## config.mk

```make
export PLATFORM = sky130hd
export DESIGN_NAME = srec_type_decode
export DESIGN_NICKNAME = d
export VERILOG_FILES = /design/src/rtl/srec_type_decode.sv
export SDC_FILE = /design/constraint.sdc
export NUM_CORES = 1
export LEC_CHECK = 0
export ABC_CLOCK_PERIOD_IN_PS = 800
export BUFFER_PORTS_ARGS = -buffer_cell sky130_fd_sc_hd__buf_2
export CAP_MARGIN = 20
export CORE_AREA = 3 3 40 42
export DETAILED_ROUTE_END_ITERATION = 16
export DIE_AREA = 0 0 43 45
export PLACE_DENSITY = 0.39
export SYNTH_ARGS = -nofsm -noshare
export SYNTH_HDL_FRONTEND = slang
export SYNTH_SLANG_ARGS = --single-unit
```

## constraint.sdc

```tcl
create_clock -name vclk -period 0.8
set_clock_uncertainty 0.15 [all_clocks]
set_input_delay 0.08 -clock vclk [all_inputs]
set_output_delay 0.08 -clock vclk [all_outputs]
set_load 0.02 [all_outputs]
```

## src/rtl/srec_type_decode.sv

```systemverilog
module srec_type_decode (
    input  logic [7:0] ch,
    output logic       is_digit,
    output logic       supported,
    output logic [3:0] code,
    output logic [2:0] addr_bytes
);
    always_comb begin
        is_digit = (ch >= 8'h30) && (ch <= 8'h39);
        code     = ch[3:0];
        unique case (code)
            4'd0, 4'd1, 4'd5, 4'd9: addr_bytes = 3'd2;
            4'd2, 4'd8:             addr_bytes = 3'd3;
            4'd3, 4'd7:             addr_bytes = 3'd4;
            default:                addr_bytes = 3'd0;
        endcase
        supported = is_digit && (addr_bytes != 3'd0);
    end
endmodule

```

**Word-level counts from Yosys, hierarchy flattened**

Memory sizes are Yosys's and may differ from the RTL's.
Cells that the tools add are included.

- $lt $le $gt $ge: 2
- Reduce and logical (&&, ||, !) cells: 3

Operators by type and width:

| operator | number |
|---|---|
| $ge A8 B6 Y1 const B | 1 |
| $le A8 B6 Y1 const B | 1 |
| $reduce_bool A3 Y1 | 1 |
| $logic_and A1 B1 Y1 | 2 |

- ROM bits: 48
- Bits in registers: 0
- Memories: 1
- Word-level logic and storage cells: 6
- Output and inout bits: 9

Memory list:

| memory | words | width | read ports | clocked after memory_dff | write ports | RTL line | source |
|---|---|---|---|---|---|---|---|
| (no name shown) | 16 | 3 | 1 | 0 | 0 | 11 | `unique case (code)` |

**Longest topological paths before layout**

- Word-level depth: 3
- Gate-level depth with buffers: 3

**Worst setup path before layout**

No wires, ideal clock.

- Kind: input to output
- Start point: in ch[1]
- End point: out is_digit
- Stages on the path: 2
- Path slack: -363 ps
- Arrival time: 933 ps
- Cells stage by stage: o21ai_0 nor4b_1

- Word-level cells in the longest chain between the ends: 2
- Elaborated cells on any way between the ends: 3

Ends and longest elaborated chain:

| item | RTL line | source |
|---|---|---|
| start, declared | 2 | `input logic [7:0] ch,` |
| $ge A8 B6 Y1 or $le A8 B6 Y1 (tied branches) | 9 | `is_digit = (ch >= 8'h30) && (ch <= 8'h39);` |
| $logic_and A1 B1 Y1 (*) | 9 |  |
| end, declared | 3 | `output logic is_digit,` |

Every way passes the cells marked *; elsewhere a longest branch is shown, timed or not.

**Final worst setup path**

- Start point: in ch[2]
- End point: out supported

- Word-level cells in the longest chain between the ends: 3
- Elaborated cells on any way between the ends: 6

Ends and longest elaborated chain:

| item | RTL line | source |
|---|---|---|
| $mem_v2 Z16 W3, or another cell as far along | - |  |
| $reduce_bool A3 Y1 or $logic_and A1 B1 Y1 (tied branches) | 17, 9 |  |
| $logic_and A1 B1 Y1 (*) | 17 | `supported = is_digit && (addr_bytes != 3'd0);` |
| end, declared | 4 | `output logic supported,` |

Marks and branches as above.

==> metrics.csv <==
stage,metric,value,unit
timing,fmax,992,MHz
die,core area,0.00128,mm2
worst_hold_path,hold path startpoint,ch[0],
flow_run,maxcap violations,0,
global_route,number of global-route vias before repair,166,
logic_synthesis,Synth cell types,12,
timing,max_slew headroom,0.875,
logic_synthesis,sequential area share after synthesis,0,
timing,RSZ-0062 raised after global routing,yes,
power,switching pwr,0.0973,mW
die,die height,45,um
logic_synthesis,"Cell Area, Synth",114,um2
timing,worst slew pin tran,0.187,ns
timing,setup violators final,5,
logic_synthesis,yosys warns,0,
die,Initial Utilization,0.0886,
outcome,status,finished with violations,
route,WL final,426,um
cells_and_area,"Non-Filler Cell Area, Final",350,um2
cells_and_area,Non-Filler Instances,48,
global_route,initial antenna violation count,0,
cells_and_area,final net count,43,
route,drt first pass iters,1,
global_route,largest net degree at the start of global routing,6,
critical_path,crit path max fanout,5,
outcome,failing checks,negative setup slack,
die,top-level port count,17,
critical_path,CP required,0.57,ns
logic_synthesis,leading post-synthesis cells by cell area,"buf_4, nor4_2, mux2_1",
die,die width,43,um
route,mean routed wirelength per cell,8.88,um
cells_and_area,layout cells sized above 1,0.939,
timing,Final Slew Violations,0,
logic_synthesis,cell accounting for the most synthesized area,buf_4,
cells_and_area,seq_cells,0,
cells_and_area,antenna diode count,0,
critical_path,start point of the critical path,ch[2],
cells_and_area,Area Overhead vs Synth,208,%
cells_and_area,register area,0,um2
power,Leak,0.160,nW
place,Final GP Congestion,0.579,
logic_synthesis,Cells after Synth,16,
power,Int Power,0.108,mW
die,row cnt,13,
cells_and_area,# clk buffers,0,
power,Sequential Power Share,0,
timing,fin crit share,1.26,
global_route,global-route wire length before repair,690,um
route,drt first-iter violations,0,
power,Comb power frac,1.000,
timing,final worst path period need,1.01,ns
place,hpwl dp,329,um
logic_synthesis,top-count cell post-synth,buf_4,
power,PwrDens,586,mW/mm2
die,die area,0.00194,mm2
logic_synthesis,commonest cells in the netlist,"buf_4, nand2_1",
timing,setup ws final,-0.208,ns
power,overall power,0.205,mW
worst_hold_path,WHS Path Cells,2,
place,dpl cells,48,
power,switching share of power,0.473,
route,via count,181,
global_route,GR Overflow Total,0,
cells_and_area,# fillers,138,
logic_synthesis,Synth top area share,0.264,
logic_synthesis,Post-Synthesis Mean Instance Area,7.12,um2
route,Antenna Nets Post-Route,0,
route,Residual DRC,0,
timing,Hold Slack,0.261,ns
critical_path,CP startpoint kind,input port,
worst_hold_path,Hold WC Path Type,in -> out,
clock_network,"Hold-fix buffers, CTS",0,
worst_hold_path,Hold EP,code[0],
critical_path,CP arrival,0.78,ns
timing,"Hold Violations, Final",0,
critical_path,crit end category,output port,
route,drt via density,3.77,
place,Placed Instance Area,255,um2
global_route,Total GRT Usage,0.0423,
power,Clk pwr share,0,
logic_synthesis,synthesized net count,24,
critical_path,Setup Crit Path Kind,in -> out,
place,IO Port Bufs,17,
power,Max VDD drop,0.144,mV
## cell usage in the layout, fill, tap and decap left out
cell     Yosys  layout
mux2_4       0       1
nor2b_4      0       1
buf_6        0       4
nand2_2      0       1
buf_2        0       9
nor4_4       0       1
o21ai_2      0       1
buf_4        4       5
nand2_1      2       1
xnor2_2      0       1
o22ai_4      0       1
o22a_1       1       1
buf_8        0       3
nor3_2       0       1
nor2_4       0       1
nor4b_4      0       1
## metal layers
metal  track usage  vias up  routed length [um]
li1              -       91                   -
met1        0.0524       75                 152
met2        0.0808       15                 200
met3       0.00797        0                  74
met4             0        0                   0
met5             0        -                   0
## stage by stage
stage                     TNS [ns]  setup WS [ns]  utilization
after floorplan             -0.166        -0.0872            -
final                       -0.640         -0.208        0.273
after global placement      -0.967         -0.295        0.199
after global routing        -0.846         -0.268        0.273
after detailed placement    -0.957         -0.297        0.199
after CTS                   -0.649         -0.232        0.258
## cell families (layout without fill, tap and decap cells)
logic type      after synthesis  count (layout)  share of synthesized area
simple gates                  7               7                      0.385
buf+inv                       4              21                      0.264
compound gates                3               3                      0.176
xor+xnor                      1               1                     0.0769
mux                           1               1                     0.0989
## worst max-delay path by stage
stage                     slack (ns)        end
after CTS                      -0.23  supported
after detailed placement       -0.30  supported
final                          -0.21  supported
after floorplan                -0.09  supported
after global routing           -0.27  supported
after global placement         -0.29  supported
## critical path, cell delays in order
cell and delay (ns):
buf_8 0.10, nor2b_4 0.11, o22a_1 0.18, nor4_4 0.13, buf_4 0.17
## power groups by stage
stage	combinational, mW	clock (mW)	sequential (mW)
2_1_floorplan	0.0875	0	0
3_3_place_gp	0.153	0	0
3_5_place_dp	0.152	0	0
4_1_cts	0.197	0	0
5_1_grt	0.220	0	0
6_report	0.205	0	0
## area by class of cell
cell class / count / area [um2] / share of cell area
multi-input combinational: 12 / 159 / 0.454
timing repair buffer: 21 / 173 / 0.493
tap: 15 / 18.8 / 0.0536
## repair_timing
action                                  in CTS  in global routing
pin swaps                                    4                  4
gates resized for setup                     22                  4
setup buffers                                1                  0
hold endpoints to repair                     0                  0
endpoints found under the setup margin       5                  5
Note: power is estimated with default switching activity, not from simulation.
